--- src/rtl/sram_ctrl_pkg.sv ---
`timescale 1ns/1ps
package sram_ctrl_pkg;

  typedef enum logic [2:0] {
    ST_IDLE   = 3'd0,
    ST_WWAIT  = 3'd1,
    ST_WPULSE = 3'd2,
    ST_WHOLD  = 3'd3,
    ST_RACC   = 3'd4,
    ST_RETAIN = 3'd5,
    ST_RECOV  = 3'd6
  } ctl_state_t;

  // Clock cycles covering a nanosecond minimum, never less than one.
  function automatic int phase_cycles(int t_ns, int clk_ps);
    longint t_ps;
    longint c;
    t_ps = longint'(t_ns) * 64'sd1000;
    c    = (t_ps + longint'(clk_ps) - 64'sd1) / longint'(clk_ps);
    if (c < 64'sd1) c = 64'sd1;
    return int'(c);
  endfunction

  function automatic int max2(int a, int b);
    return (a > b) ? a : b;
  endfunction

  function automatic int max3(int a, int b, int c);
    return max2(max2(a, b), c);
  endfunction

endpackage

--- src/rtl/sram_phase_timer.sv ---
`timescale 1ns/1ps
module sram_phase_timer #(
  parameter int CNT_W = 8
) (
  input  logic             clk,
  input  logic             rst_n,
  input  logic             restart,
  input  logic [CNT_W-1:0] limit,
  output logic             last
);
  logic [CNT_W-1:0] cnt;

  assign last = (cnt == limit - 1'b1);

  always_ff @(posedge clk or negedge rst_n) begin
    if (!rst_n)       cnt <= '0;
    else if (restart) cnt <= '0;
    else if (!last && cnt != '1) cnt <= cnt + 1'b1;
  end


  timer_bound_chk: assert property (@(posedge clk) disable iff (!rst_n)
    (!restart && $past(last) && !$past(restart)) |-> $stable(cnt));
endmodule

--- src/rtl/sram_bus_turn.sv ---
`timescale 1ns/1ps
module sram_bus_turn #(
  parameter int TA_CYC = 3
) (
  input  logic clk,
  input  logic rst_n,
  input  logic mem_reading,
  output logic ta_done
);
  localparam int CW = $clog2(TA_CYC + 1) + 1;
  logic [CW-1:0] cnt;

  assign ta_done = (cnt >= CW'(TA_CYC));

  always_ff @(posedge clk or negedge rst_n) begin
    if (!rst_n)           cnt <= CW'(TA_CYC);
    else if (mem_reading) cnt <= '0;
    else if (!ta_done)    cnt <= cnt + 1'b1;
  end


  turn_clear_chk: assert property (@(posedge clk) disable iff (!rst_n)
    mem_reading |=> !ta_done);
endmodule

--- src/rtl/sram_pin_stage.sv ---
`timescale 1ns/1ps
module sram_pin_stage
  import sram_ctrl_pkg::*;
#(
  parameter int ADDR_W = 17,
  parameter int DATA_W = 8
) (
  input  logic              clk,
  input  logic              rst_n,
  input  ctl_state_t        st,
  input  logic              load,
  input  logic [ADDR_W-1:0] addr_i,
  input  logic [DATA_W-1:0] data_i,
  input  logic              capture,
  input  logic [DATA_W-1:0] dq_in,
  output logic [ADDR_W-1:0] mem_addr,
  output logic              mem_sel_n,
  output logic              mem_sel,
  output logic              mem_we_n,
  output logic              mem_oe_n,
  output logic [DATA_W-1:0] mem_dq_out,
  output logic              mem_dq_oe,
  output logic              rd_valid,
  output logic [DATA_W-1:0] rd_data
);
  logic [ADDR_W-1:0] addr_q;
  logic [DATA_W-1:0] data_q;
  logic              selected;

  always_ff @(posedge clk or negedge rst_n) begin
    if (!rst_n) begin
      addr_q <= '0;
      data_q <= '0;
    end else if (load) begin
      addr_q <= addr_i;
      data_q <= data_i;
    end
  end

  always_ff @(posedge clk or negedge rst_n) begin
    if (!rst_n) begin
      rd_valid <= 1'b0;
      rd_data  <= '0;
    end else begin
      rd_valid <= capture;
      if (capture) rd_data <= dq_in;
    end
  end

  assign selected   = (st == ST_WPULSE) || (st == ST_RACC);
  assign mem_addr   = addr_q;
  assign mem_sel_n  = !selected;
  assign mem_sel    = selected;
  assign mem_we_n   = (st != ST_WPULSE);
  assign mem_oe_n   = (st != ST_RACC);
  assign mem_dq_out = data_q;
  assign mem_dq_oe  = (st == ST_WPULSE) || (st == ST_WHOLD);


  addr_hold_chk: assert property (@(posedge clk) disable iff (!rst_n)
    (!mem_we_n && !load) |=> $stable(mem_addr));


  rd_pulse_chk: assert property (@(posedge clk) disable iff (!rst_n)
    rd_valid |=> !rd_valid);
endmodule

--- src/rtl/sram_ctrl.sv ---
`timescale 1ns/1ps
module sram_ctrl
  import sram_ctrl_pkg::*;
#(
  parameter int CLK_PS    = 8000,
  parameter int ADDR_W    = 17,
  parameter int DATA_W    = 8,
  parameter int T_WC_NS   = 55,
  parameter int T_WP_NS   = 45,
  parameter int T_AW_NS   = 50,
  parameter int T_CW_NS   = 50,
  parameter int T_DW_NS   = 25,
  parameter int T_RC_NS   = 55,
  parameter int T_AA_NS   = 55,
  parameter int T_ACS_NS  = 55,
  parameter int T_OE_NS   = 30,
  parameter int T_HZ_NS   = 20,
  parameter int T_REC_NS  = 5000000
) (
  input  logic              clk,
  input  logic              rst_n,
  input  logic              req_valid,
  output logic              req_ready,
  input  logic              req_write,
  input  logic [ADDR_W-1:0] req_addr,
  input  logic [DATA_W-1:0] req_wdata,
  output logic              rd_valid,
  output logic [DATA_W-1:0] rd_data,
  input  logic              retain_req,
  output logic [ADDR_W-1:0] mem_addr,
  output logic              mem_sel_n,
  output logic              mem_sel,
  output logic              mem_we_n,
  output logic              mem_oe_n,
  output logic [DATA_W-1:0] mem_dq_out,
  output logic              mem_dq_oe,
  input  logic [DATA_W-1:0] mem_dq_in
);
  localparam int WP_CYC = max3(
      max3(phase_cycles(T_WP_NS, CLK_PS), phase_cycles(T_AW_NS, CLK_PS),
           phase_cycles(T_CW_NS, CLK_PS)),
      phase_cycles(T_DW_NS, CLK_PS), phase_cycles(T_WC_NS, CLK_PS));
  localparam int RD_CYC = max2(
      max3(phase_cycles(T_RC_NS, CLK_PS), phase_cycles(T_AA_NS, CLK_PS),
           phase_cycles(T_ACS_NS, CLK_PS)),
      phase_cycles(T_OE_NS, CLK_PS));
  localparam int TA_CYC  = phase_cycles(T_HZ_NS, CLK_PS);
  localparam int REC_CYC = phase_cycles(T_REC_NS, CLK_PS);
  localparam int CNT_W   = $clog2(max3(WP_CYC, RD_CYC, REC_CYC) + 1) + 1;

  ctl_state_t       st, st_nxt;
  logic             accept;
  logic             ta_done;
  logic             phase_last;
  logic             capture;
  logic             mem_reading;
  logic [CNT_W-1:0] phase_limit;

  assign req_ready   = (st == ST_IDLE);
  assign accept      = req_valid && req_ready;
  assign mem_reading = (st == ST_RACC);

  always_comb begin
    st_nxt  = st;
    capture = 1'b0;
    unique case (st)
      ST_IDLE: begin
        if (accept) begin
          if (!req_write)   st_nxt = ST_RACC;
          else if (ta_done) st_nxt = ST_WPULSE;
          else              st_nxt = ST_WWAIT;
        end else if (retain_req) begin
          st_nxt = ST_RETAIN;
        end
      end
      ST_WWAIT:  if (ta_done) st_nxt = ST_WPULSE;
      ST_WPULSE: if (phase_last) st_nxt = ST_WHOLD;
      ST_WHOLD:  st_nxt = ST_IDLE;
      ST_RACC: begin
        if (phase_last) begin
          st_nxt  = ST_IDLE;
          capture = 1'b1;
        end
      end
      ST_RETAIN: if (!retain_req) st_nxt = ST_RECOV;
      ST_RECOV:  if (phase_last) st_nxt = ST_IDLE;
      default:   st_nxt = ST_IDLE;
    endcase
  end

  always_ff @(posedge clk or negedge rst_n) begin
    if (!rst_n) st <= ST_IDLE;
    else        st <= st_nxt;
  end

  always_comb begin
    case (st)
      ST_WPULSE: phase_limit = CNT_W'(WP_CYC);
      ST_RACC:   phase_limit = CNT_W'(RD_CYC);
      ST_RECOV:  phase_limit = CNT_W'(REC_CYC);
      default:   phase_limit = '1;
    endcase
  end

  sram_phase_timer #(.CNT_W(CNT_W)) u_timer (
    .clk     (clk),
    .rst_n   (rst_n),
    .restart (st != st_nxt),
    .limit   (phase_limit),
    .last    (phase_last)
  );

  sram_bus_turn #(.TA_CYC(TA_CYC)) u_turn (
    .clk         (clk),
    .rst_n       (rst_n),
    .mem_reading (mem_reading),
    .ta_done     (ta_done)
  );

  sram_pin_stage #(.ADDR_W(ADDR_W), .DATA_W(DATA_W)) u_pins (
    .clk        (clk),
    .rst_n      (rst_n),
    .st         (st),
    .load       (accept),
    .addr_i     (req_addr),
    .data_i     (req_wdata),
    .capture    (capture),
    .dq_in      (mem_dq_in),
    .mem_addr   (mem_addr),
    .mem_sel_n  (mem_sel_n),
    .mem_sel    (mem_sel),
    .mem_we_n   (mem_we_n),
    .mem_oe_n   (mem_oe_n),
    .mem_dq_out (mem_dq_out),
    .mem_dq_oe  (mem_dq_oe),
    .rd_valid   (rd_valid),
    .rd_data    (rd_data)
  );


  no_contend_chk: assert property (@(posedge clk) disable iff (!rst_n)
    mem_dq_oe |-> mem_oe_n);


  turn_wait_chk: assert property (@(posedge clk) disable iff (!rst_n)
    $rose(mem_dq_oe) |-> ta_done);


  write_sel_chk: assert property (@(posedge clk) disable iff (!rst_n)
    !mem_we_n |-> (!mem_sel_n && mem_sel && mem_dq_oe));


  busy_after_take_chk: assert property (@(posedge clk) disable iff (!rst_n)
    accept |=> !req_ready);


  retain_desel_chk: assert property (@(posedge clk) disable iff (!rst_n)
    (st == ST_RETAIN) |-> (!mem_sel && mem_sel_n && !req_ready));


  idle_quiet_chk: assert property (@(posedge clk) disable iff (!rst_n)
    req_ready |-> (mem_we_n && mem_oe_n && !mem_dq_oe && !mem_sel));
endmodule

--- config.mk ---
export PLATFORM = sky130hd
export DESIGN_NAME = sram_ctrl
export DESIGN_NICKNAME = d
export VERILOG_FILES = /design/src/rtl/sram_ctrl_pkg.sv /design/src/rtl/sram_phase_timer.sv /design/src/rtl/sram_bus_turn.sv /design/src/rtl/sram_pin_stage.sv /design/src/rtl/sram_ctrl.sv
export SDC_FILE = /design/constraint.sdc
export NUM_CORES = 1
export LEC_CHECK = 0
export BUFFER_PORTS_ARGS = -buffer_cell sky130_fd_sc_hd__buf_4
export CAP_MARGIN = 0
export CELL_PAD_IN_SITES_DETAIL_PLACEMENT = 0
export CELL_PAD_IN_SITES_GLOBAL_PLACEMENT = 2
export CORE_MARGIN = 5
export CORE_UTILIZATION = 25
export CTS_CLUSTER_DIAMETER = 120
export DETAILED_ROUTE_END_ITERATION = 10
export PLACE_DENSITY_LB_ADDON = 0.1
export SLEW_MARGIN = 20
export SYNTH_ARGS = -nofsm -noshare
export SYNTH_HDL_FRONTEND = slang
export SYNTH_SLANG_ARGS = --single-unit
export TNS_END_PERCENT = 10
--- constraint.sdc ---
create_clock -name clk -period 3.9 [get_ports clk]
set_input_delay 0.585 -clock clk [delete_from_list [all_inputs] [get_ports clk]]
set_output_delay 0.585 -clock clk [all_outputs]
set_load 0.02 [all_outputs]
# ---- Word-level counts from Yosys, hierarchy flattened
# Cells that the tools add are included.
dict set report op_classes {
  mux 16
  eq_ne 12
  magnitude_cmp 1
  n_reduce_logical 10
  add_sub_neg 3
}
# op n
set ops {}
lappend ops {{2-to-1 mux 21 bit} 2}
lappend ops {{case mux 21 bit (2 select lines)} 1}
lappend ops {{2-to-1 mux 3 bit} 9}
lappend ops {{adder 21 x 1 -> 21 bit (second input constant)} 1}
lappend ops {{equality test 21 bit} 1}
lappend ops {{!= test 21 bit (second input constant)} 1}
lappend ops {{subtractor 21 x 1 -> 21 bit (second input constant)} 1}
lappend ops {{case mux 3 bit (5 select lines)} 1}
lappend ops {{equality test 3 bit (second input constant)} 3}
lappend ops {{equality test 3 x 2 -> 1 bit (second input constant)} 2}
lappend ops {{OR reduction 2 bit} 2}
lappend ops {{adder 3 x 1 -> 3 bit (second input constant)} 1}
lappend ops {{equality test 3 x 1 -> 1 bit (second input constant)} 1}
lappend ops {{>= comparator 3 x 2 -> 1 bit (second input constant)} 1}
lappend ops {{logical NOT 3 bit} 1}
lappend ops {{!= test 3 x 2 -> 1 bit (second input constant)} 1}
lappend ops {{!= test 3 bit} 1}
lappend ops {{!= test 3 bit (second input constant)} 1}
lappend ops {{logical AND 1 bit} 2}
lappend ops {{logical NOT 1 bit} 2}
lappend ops {{logical OR 1 bit} 2}
lappend ops {{2-to-1 mux 1 bit} 2}
lappend ops {{2-to-1 mux 2 bit} 1}
lappend ops {{!= test 2 x 1 -> 1 bit (second input constant)} 1}
lappend ops {{nonzero test 2 bit} 1}
dict set report totals {
  output_inout_bits 40
  register_bits 61
}

# ---- Logic depth before layout (Yosys ltp)
# Gate-level depths: netlist of run 1.
dict set report depth {
  word_depth 9
  mapped_depth 13
  ltp_nobuf 11
}

# ---- By module
# Synthesis of run 1 repeated with hierarchy kept, for this count alone.
dict set report unflattened {
  cells_unflattened 378
  hier_area_um2 3882.5
}
# module area_per_inst_um2 n_inst cells_each
set modules_own_cells {}
lappend modules_own_cells {sram_phase_timer 1993.2 1 247}
lappend modules_own_cells {sram_pin_stage 1395.1 1 78}
lappend modules_own_cells {sram_ctrl 319.1 1 38}
lappend modules_own_cells {sram_bus_turn 175.2 1 15}

# ---- Worst setup path before layout of run 1
# OpenSTA, ideal clock, no wires.
dict set report synth_path {
  path_kind {register -> register}
  startpoint {register st[1]}
  endpoint {register u_pins.rd_data[0]}
  setup_time_ns 0.125
  arrival_ns 3.415
  path_stages_with_launch 12
  synth_period_minus_slack_ns 3.540
  required_ns 3.775
  slack_ns 0.360
  cell_sequence {dfrtp_1 clkbuf_1 nor2_1 a21oi_1 inv_1 ha_1 xnor2_1 or4_4 a211oi_4 buf_6 nand2_8 mux2_4}
}
dict set report synth_via {
  elab_chain_cells 7
  word_cells_on_any_way 9
  classes_between {1 x add/sub; 4 x eq/ne; 3 x mux; 1 x reduce/logical}
}
# item line_no
set synth_rtl {}
lappend synth_rtl {{start: declaration} sram_ctrl.sv:51} ;# ctl_state_t st, st_nxt;
lappend synth_rtl {{start signal: assignment} sram_ctrl.sv:93} ;# else st <= st_nxt;
lappend synth_rtl {{equality test 3 bit or equality test 3 x 2 -> 1 bit (tied branches)} {sram_ctrl.sv:66, sram_ctrl.sv:97}}
lappend synth_rtl {{OR reduction 2 bit (no line)} -}
lappend synth_rtl {{case mux 21 bit (2 select lines)} sram_ctrl.sv:97} ;# case (st)
lappend synth_rtl {{subtractor 21 x 1 -> 21 bit} sram_phase_timer.sv:13} ;# assign last = (cnt == limit - 1'b1);
lappend synth_rtl {{equality test 21 bit} sram_phase_timer.sv:13}
lappend synth_rtl {{2-to-1 mux 1 bit} sram_ctrl.sv:80} ;# if (phase_last) begin
lappend synth_rtl {{2-to-1 mux 1 bit *} sram_ctrl.sv:66} ;# unique case (st)
lappend synth_rtl {{end signal: assignment} sram_pin_stage.sv:46} ;# if (capture) rd_data <= dq_in;
lappend synth_rtl {{end: declaration} sram_pin_stage.sv:24} ;# output logic [DATA_W-1:0] rd_data
# Every way passes the cells marked *; elsewhere a longest branch is shown, timed or not.
# A chain may end at the register's enable or synchronous reset.

# ---- Final worst setup path of run 1
dict set report layout_path {
  startpoint {register st[0]}
  endpoint {register u_pins.rd_data[4]}
}
# The elaborated chain is that of the path after synthesis.

==> results of run 1 <==
## area by class of cell
cell class / count / area, um^2
clock buffers: 12 / 267
clock inverters: 3 / 67.6
well taps: 168 / 210
repair buffers: 83 / 636
multi-input cells: 197 / 1470
fillers: 1268 / 7900
inverters: 10 / 37.5
flip-flops and latches: 61 / 1530
## metal layers
layer	vias up	share of wire (%)	GRT usage (%)
met4	0	1.9	5.04
met3	14	3.9	3.02
met5	-	0	0
met2	56	48	18.6
li1	1220	-	-
met1	1211	46	16.0
## sequential cells by signal, indices dropped and copies added, names as in the netlist
register	flops
st	3
u_pins.mem_dq_out	8
u_pins.mem_addr	17
u_timer.cnt	21
u_pins.rd_valid	1
u_pins.rd_data	8
u_turn.cnt	3
## placed cells by master, fill, tap and decap left out, types with 6 or more instances in the layout
| cell | count |
|---|---|
| a21oi_1 | 26 |
| and3_1 | 7 |
| buf_4 | 82 |
| clkbuf_16 | 9 |
| dfrtp_1 | 59 |
| ha_1 | 7 |
| inv_1 | 10 |
| mux2_2 | 25 |
| mux2_4 | 8 |
| nand2_1 | 12 |
| nand3_1 | 10 |
| nand4_1 | 8 |
| nor2_1 | 11 |
| o21ai_0 | 10 |
| o31ai_1 | 14 |
| or3_1 | 6 |
| or4_1 | 15 |
## how the worst max path moves through the flow
stage | slack (ns) | end | startpoint | cells past startpoint
floorplan | 0.36 | u_pins.rd_data[0]$_DFFE_PN0P_ | st[1]$_DFF_PN0_ | 11
global placement | 0.73 | u_pins.rd_data[7]$_DFFE_PN0P_ | st[0]$_DFF_PN0_ | 12
detailed placement | 0.62 | u_pins.rd_data[7]$_DFFE_PN0P_ | st[0]$_DFF_PN0_ | 12
CTS | 0.60 | u_pins.rd_data[7]$_DFFE_PN0P_ | st[0]$_DFF_PN0_ | 12
global route | 0.40 | u_pins.rd_data[7]$_DFFE_PN0P_ | st[0]$_DFF_PN0_ | 12
finish | 0.63 | u_pins.rd_data[4]$_DFFE_PN0P_ | st[0]$_DFF_PN0_ | 12
## cell families after synthesis
group / Yosys count / synth area share [%]
xor+xnor: 3 / 0.841
fa+ha+maj: 7 / 2.80
buf+inv: 25 / 4.04
flops: 61 / 48.9
mux: 34 / 13.2
compound gates: 64 / 13.0
simple gates: 89 / 17.2
## worst register-to-register path: stages, from the launching register on
cell      delay (ns)
dfrtp_1         0.54
inv_1           0.11
nand2_1         0.09
nor2_1          0.06
a21oi_1         0.31
inv_1           0.14
ha_1            0.23
xnor2_1         0.12
or4_4           0.55
a211oi_4        0.32
buf_12          0.25
nand2_8         0.12
mux2_4          0.31
## power by group through the flow
stage | clock network, mW | logic [mW] | registers (mW)
2_1_floorplan | 0 | 0.652 | 1.13
3_3_place_gp | 0 | 1.31 | 0.998
3_5_place_dp | 0 | 1.31 | 1.00
4_1_cts | 0.928 | 1.31 | 0.992
5_1_grt | 0.954 | 1.40 | 1.02
6_report | 0.902 | 1.28 | 0.991
==> out/metrics.yaml, run 1 <==
status:
  status: "finished clean"
clocking:
  clock-sinks: 61
  insertion_delay_ns: 0.33
  cts_made_buffers: 9
  cts_root_buffer: "clkbuf_16"
  tritoncts: "yes"
  cts_setup_buffers: 0
  clock_path_buffers: 2
  cts_resized: 0
  h-tree-depth: 3
  clkTransAtPathRegs_ns: 0.05
  ctsHoldBuffers: 0
synthesis:
  syn-mean-instance-area_um2: 11.0
  synth_top_area_share_pct: 47.2
  synthDistinctLibCells: 48
  post-synth-top-count-cell: "dfrtp_1"
  synth_top_flop_cell: "dfrtp_1"
  synthCells: 283
  synth_top_cells_by_count: "dfrtp_1, a21oi_1, mux2_2, or4_1, o31ai_1"
  syn_nets: 328
  synth_top_area_cell: "dfrtp_1"
  synth-seq-cells: 61
  synth_area_leaders: "dfrtp_1, mux2_2, a21oi_1, mux2_4, or4_1"
  ys_seq_area_share_pct: 48.9
  async_flop_share_pct: 100
  synth_edf_count: 0
  syn_area_um2: 3130
  synth_warnings: 0
worst_setup_path:
  critPathSlowestCell: "or4_4"
  reg2reg_depth: 12
  critPathMaxFanout: 42
  worst-path-buf-inv: 3
  cp_top_family: "simple AND/OR/NAND/NOR gates"
  cp.required_ns: 4.11
  end_kind: "flop"
  rr_endpoint: "u_pins.rd_data[4]$_DFFE_PN0P_"
  start_kind: "flop"
  slowest_delay_ns: 0.55
  arrival_ns: 3.48
  cpMostUsedCell: "inv_1"
  worstSetupPathType: "flop to flop"
  r2r_start: "st[0]$_DFF_PN0_"
  cp_cell_sequence: "inv_1, nand2_1, nor2_1, a21oi_1, inv_1, ha_1, xnor2_1, or4_4, a211oi_4, buf_12, nand2_8, mux2_4"
  r2r_setup_slack_ns: 0.63
die:
  coreArea_um2: 12100
  die_h_um: 122
  dieArea_um2: 14800
  row_count: 40
  initial_utilization_pct: 25.8
  ios: 78
  die_x_um: 122
cells_and_area:
  final_util_pct: 34.8
  finalNonFillerCells: 534
  drive_gt1_share_pct: 38.0
  num_antenna_cells: 0
  area_growth_syn_to_layout_pct: 34.9
  final_area_um2: 4220
  nNetsFinal: 407
detailed_routing:
  firstDrtPassIters: 4
  wire_per_inst_um: 16.2
  routed_wl_mm: 8.63
  vias_per_cell: 4.68
  drt.antenna.violating_nets: 0
  via_count: 2501
  drcViolationCount: 0
  drtIter0Drc: 143
power_and_ir_drop:
  power_density_nw_per_um2: 752
  internal-power_mw: 2.04
  power_leakage_nw: 1.84
  p_sw_share_pct: 35.7
  combinationalPowerShare_pct: 40.3
  p_clk_share_pct: 28.4
  power_switching_mw: 1.13
  p_total_mw: 3.17
  seq_power_share_pct: 31.2
  ir_worst_vdd_mv: 0.202
grt:
  antenna_found_initial: 0
  grt_pass1_wl_mm: 13.7
  first_global_vias: 2477
  grt_overflow: 0
  grt_use_total_pct: 12.0
  grt_max_degree: 62
placed_design:
  placed_cells: 519
  io_buffers: 77
  gp_congestion: 0.769
  dpl_cell_area_um2: 3880
  hpwl_mm: 6.07
  place_ws_ns: 0.625
timing:
  finalCriticalPeriod_ns: 3.27
  max_freq_mhz: 305
  finalHoldViolCount: 0
  whs_ns: 0.349
  tns_ns: 0
  fin_ws_ns: 0.626
  finalCritPeriodShare_pct: 83.9
  worst_slew_pin_slew_ns: 0.813
  setup_viol: 0
  slew_viol_final: 0
  slew_headroom_pct: 45.8
  fin_skew_ns: 0.00383
  rsz0062_at_grt: "no"
run:
  drv_cap: 0
worst_hold_path:
  hold_path.class: "input pin to asynchronous set/reset pin"
No activity file was read; power rests on OpenSTA's default activity.
==> inputs of run 2 (changes only) <==
Clock period 3.9 ns to 3.39 ns, I/O delays scaled along.
==> run 2 against run 1 <==
Clock-buffer cell count fell by 2. Critical path depth unchanged. Global-route usage up 0.46 points. Total power up 15%. Via count rose by 0.48%. Register-to-register slack worse by 0.20 ns. Hold slack worse by 0.083 ns. Sequential cell count stayed put. Cell area is 0.36% higher. Largest power group unchanged.
==> out/metrics.yaml, run 2 (synthesized netlist as in run 1, its figures left out) <==
worst_setup_path:
  end_kind: "flop"
  r2r_start: "st[0]$_DFF_PN0_"
  reg2reg_depth: 12
  arrival_ns: 3.19
  worstSetupPathType: "flop to flop"
  critPathMaxFanout: 45
  start_kind: "flop"
  r2r_setup_slack_ns: 0.42
  rr_endpoint: "u_pins.rd_data[2]$_DFFE_PN0P_"
  cp.required_ns: 3.61
cells_and_area:
  drive_gt1_share_pct: 38.8
  seq_area_um2: 1530
  top_register: "u_timer.cnt"
  fillers: 1272
  layout_commonest_cell: "buf_4"
  num_antenna_cells: 0
  largest_reg_flops: 21
  area_growth_syn_to_layout_pct: 35.4
  multiInputGateArea_um2: 1470
  finalNonFillerCells: 539
  nNetsFinal: 411
  layout_common_cells: "buf_4, dfrtp_1, a21oi_1, mux2_2, or4_1"
power_and_ir_drop:
  p_clk_share_pct: 27.1
  p_total_mw: 3.66
  internal-power_mw: 2.32
  ir_worst_vdd_mv: 0.482
  combinationalPowerShare_pct: 41.9
  p_sw_share_pct: 36.5
  power_switching_mw: 1.33
  power_leakage_nw: 1.85
  power_density_nw_per_um2: 864
  seq_power_share_pct: 31.0
timing:
  fin_skew_ns: 0.00566
  tns_ns: 0
  finalHoldViolCount: 0
  max_freq_mhz: 337
  finalCritPeriodShare_pct: 87.5
  whs_ns: 0.266
  fin_ws_ns: 0.422
  finalCriticalPeriod_ns: 2.97
  rsz0062_at_grt: "no"
  slew_headroom_pct: 45.6
  worst_slew_pin_slew_ns: 0.816
  setup_viol: 0
  slew_viol_final: 0
detailed_routing:
  vias_per_cell: 4.66
  drcViolationCount: 0
  routed_wl_mm: 8.65
  via_count: 2513
  drt.antenna.violating_nets: 0
  drtIter0Drc: 150
  wire_per_inst_um: 16.0
  firstDrtPassIters: 4
placed_design:
  place_ws_ns: 0.416
  hpwl_mm: 6.08
  io_buffers: 77
  placed_cells: 523
  gp_congestion: 0.701
clocking:
  clock_path_buffers: 2
  h-tree-depth: 3
  ctsHoldBuffers: 0
  cts_root_buffer: "clkbuf_16"
  cts_resized: 0
  clock-sinks: 61
  cts_made_buffers: 9
  cts_setup_buffers: 0
  insertion_delay_ns: 0.33
  clkTransAtPathRegs_ns: 0.06
  tritoncts: "yes"
grt:
  grt_overflow: 0
  first_global_vias: 2706
  antenna_found_initial: 0
  grt_use_total_pct: 12.5
  grt_max_degree: 62
  grt_pass1_wl_mm: 14.3
worst_hold_path:
  hold_path.class: "input pin to asynchronous set/reset pin"
die:
  coreArea_um2: 12100
  die_h_um: 122
  die_x_um: 122
  dieArea_um2: 14800
  initial_utilization_pct: 25.8
  row_count: 40
  ios: 78
status:
  status: "finished clean"
run:
  drv_cap: 0
==> run 2: cell types whose count changed in the layout (fill, tap and decap cells not counted) <==
cell / delta
a21oi_2: +1
inv_6: +1
clkbuf_8: -3
a21oi_1: -1
clkbuf_1: +1
buf_4: +4
clkinv_2: +2
==> run 2: layer usage <==
| metal | GRT usage [%] | share of wire (%) | routed length [um] | vias up |
|---|---|---|---|---|
| met5 | 0 | 0 | 0 | - |
| met3 | 5.34 | 5.6 | 482 | 10 |
| li1 | - | - | - | 1230 |
| met2 | 19.0 | 46 | 3980 | 56 |
| met4 | 3.78 | 1.3 | 109 | 0 |
| met1 | 16.1 | 47 | 4080 | 1217 |
==> run 2: power groups by stage <==
stage | registers [mW] | logic [mW] | clock network, mW
after global routing | 1.17 | 1.67 | 1.06
after floorplan | 1.30 | 0.756 | 0
after detailed placement | 1.14 | 1.56 | 0
after CTS | 1.14 | 1.56 | 1.03
final | 1.13 | 1.53 | 0.990
after global placement | 1.14 | 1.57 | 0
==> run 2: final cells by class <==
type	instances	share of cell area, %
Multi-Input combinational cell	197	34.8
Tap cell	168	4.97
Inverter	10	0.887
Clock buffer	10	5.41
Timing Repair Buffer	87	15.7
Sequential cell	61	36.1
Clock inverter	6	2.04
==> run 2: worst max path at each step <==
stage	from	endpoint	slack, ns
floorplan	st[1]$_DFF_PN0_	u_pins.rd_data[0]$_DFFE_PN0P_	0.08
global placement	st[0]$_DFF_PN0_	u_timer.cnt[4]$_DFFE_PN0P_	0.44
detailed placement	st[0]$_DFF_PN0_	u_pins.rd_data[3]$_DFFE_PN0P_	0.42
CTS	st[0]$_DFF_PN0_	u_timer.cnt[15]$_DFFE_PN0P_	0.38
global route	st[0]$_DFF_PN0_	u_timer.cnt[7]$_DFFE_PN0P_	0.17
finish	st[0]$_DFF_PN0_	u_pins.rd_data[2]$_DFFE_PN0P_	0.42
==> run 2: per-stage QoR <==
stage          utilization (%)  cell area, um^2
2_1_floorplan                -             3130
3_3_place_gp              32.3             3920
3_5_place_dp              32.3             3920
4_1_cts                   34.9             4230
5_1_grt                   34.9             4230
6_report                  34.9             4230
==> run 2: worst max-delay path, cell delays in order, from the launching register on <==
cell	delay [ns]
dfrtp_1	0.48
inv_1	0.09
nand2_1	0.09
nor2_1	0.06
a21oi_2	0.21
inv_1	0.12
ha_1	0.22
xnor2_1	0.12
or4_4	0.54
a211oi_4	0.23
buf_12	0.25
nand2_8	0.11
mux2_4	0.31
==> inputs of run 3 (changes only) <==
Clock period 3.39 ns to 2.8 ns, I/O delays scaled along.
==> run 3 against run 2 <==
Die area did not move. Sequential power is 20% higher. Cell area up 2.8%. Hold slack lost 0.084 ns. Critical path depth decreased by 2. Routed wire length fell by 0.17%. Clock power grew 12%. Maximum frequency grew 9.2%. Largest power group unchanged. First-iteration DRC count fell by 39%. Sequential share of layout area shrank 0.97 points. Global-route usage is 0.49 points lower. Clock skew is 0.0013 ns higher.
==> out/metrics.yaml, run 3 (synthesized netlist as in run 1, its figures left out) <==
timing:
  finalCritPeriodShare_pct: 97.1
  slew_viol_final: 0
  max_freq_mhz: 368
  fin_ws_ns: 0.0815
  finalHoldViolCount: 0
  fin_skew_ns: 0.00694
  worst_slew_pin_slew_ns: 0.828
  setup_viol: 0
  finalCriticalPeriod_ns: 2.72
  rsz0062_at_grt: "yes"
  slew_headroom_pct: 44.8
detailed_routing:
  firstDrtPassIters: 4
  routed_wl_mm: 8.63
  wire_per_inst_um: 15.8
  drtIter0Drc: 91
  via_count: 2557
  vias_per_cell: 4.67
  drcViolationCount: 0
  drt.antenna.violating_nets: 0
cells_and_area:
  drive_gt1_share_pct: 42.2
  largest_reg_flops: 21
  layout_common_cells: "buf_4, dfrtp_1, a21oi_1, mux2_2, or4_1"
  num_antenna_cells: 0
  final_util_pct: 35.9
  nNetsFinal: 419
  top_register: "u_timer.cnt"
  area_growth_syn_to_layout_pct: 39.2
  layout_commonest_cell: "buf_4"
worst_setup_path:
  r2r_setup_slack_ns: 0.08
  startpoint: "st[0]$_DFF_PN0_"
  end_kind: "flop"
  cp.required_ns: 3.02
  start_kind: "flop"
  r2r_start: "st[0]$_DFF_PN0_"
  rr_endpoint: "u_pins.rd_data[6]$_DFFE_PN0P_"
  reg2reg_depth: 10
  critPathMaxFanout: 4
  arrival_ns: 2.93
  worstSetupPathType: "flop to flop"
clocking:
  cts_made_buffers: 9
  insertion_delay_ns: 0.33
  clkTransAtPathRegs_ns: 0.06
  clock-sinks: 61
  h-tree-depth: 3
  tritoncts: "yes"
  clock_path_buffers: 2
  cts_root_buffer: "clkbuf_16"
power_and_ir_drop:
  p_total_mw: 4.51
  internal-power_mw: 2.86
  seq_power_share_pct: 30.2
  ir_worst_vdd_mv: 0.459
  power_density_nw_per_um2: 1040
  combinationalPowerShare_pct: 45.3
  power_switching_mw: 1.65
  p_sw_share_pct: 36.6
  power_leakage_nw: 1.90
  p_clk_share_pct: 24.5
die:
  coreArea_um2: 12100
  row_count: 40
  initial_utilization_pct: 25.8
  die_h_um: 122
  dieArea_um2: 14800
  die_x_um: 122
  ios: 78
placed_design:
  hpwl_mm: 5.94
  place_ws_ns: 0.0147
  gp_congestion: 0.692
  io_buffers: 77
grt:
  grt_use_total_pct: 12.0
  grt_pass1_wl_mm: 13.6
  first_global_vias: 2552
  grt_overflow: 0
  grt_max_degree: 62
  antenna_found_initial: 0
status:
  status: "finished clean"
worst_hold_path:
  hold_path.class: "input pin to asynchronous set/reset pin"
run:
  drv_cap: 0
run 3: cell count changes in the layout (fill, tap and decap cells not counted), sizes merged:
cell    previous run  this run
buf               87        94
clkbuf            10        12
bufinv             2         1
inv               11        10
nand2             13        14
run 3: repair_timing:
action | in CTS | in global routing
setup endpoints to repair | 0 | 30
hold buffers | 0 | 0
gates resized for setup | 0 | 7
setup buffers | 0 | 5
run 3: layout make-up:
type                       instances  area (um^2)
clock inverter                     4         47.5
fill                            1260         7760
clock buffer                      12          246
inverter                          10         40.0
sequential                        61         1530
tap                              168          210
timing repair buffer              94          729
multi-input combinational        198         1550
run 3: worst max-delay path, stage by stage, from the launching register on:
cell	delay, ns
dfrtp_1	0.42
buf_6	0.13
nor2_4	0.04
a21oi_4	0.24
ha_4	0.25
xnor2_2	0.12
or4_4	0.53
a211oi_4	0.29
buf_6	0.19
nand2_4	0.08
mux2_4	0.30
run 3: power by group through the flow:
stage / registers (mW) / logic, mW / clock network, mW
6_report: 1.36 / 2.04 / 1.11
5_1_grt: 1.40 / 2.22 / 1.19
4_1_cts: 1.36 / 2.01 / 1.16
3_5_place_dp: 1.37 / 2.01 / 0
3_3_place_gp: 1.37 / 2.01 / 0
2_1_floorplan: 1.58 / 1.03 / 0
run 3: how the worst max path moves through the flow:
stage / endpoint / slack, ns
floorplan: u_pins.rd_data[0]$_DFFE_PN0P_ / 0.003
global placement: u_pins.rd_data[6]$_DFFE_PN0P_ / 0.06
detailed placement: u_pins.rd_data[0]$_DFFE_PN0P_ / 0.01
CTS: u_pins.rd_data[0]$_DFFE_PN0P_ / 0.0001
global route: u_timer.cnt[12]$_DFFE_PN0P_ / -0.04
finish: u_pins.rd_data[6]$_DFFE_PN0P_ / 0.08
run 3: per-layer routing:
layer | routed length [um] | vias to the layer above | track usage (%)
met5 | 0 | - | 0
li1 | - | 1246 | -
met4 | 101 | 0 | 3.36
met3 | 509 | 8 | 4.87
met1 | 3730 | 1243 | 14.7
met2 | 4290 | 60 | 19.4
run 3: metrics by stage:
stage / TNS, ns / hold slack [ns] / cell area [um^2] / std cells
after floorplan: 0 / 0.124 / 3210 / 283
final: 0 / 0.181 / 4350 / 547
after global routing: -0.769 / 0.265 / 4350 / 547
after detailed placement: 0 / 0.495 / 3980 / 525
after CTS: 0 / 0.217 / 4280 / 541
after global placement: 0 / 0.490 / 3980 / 525
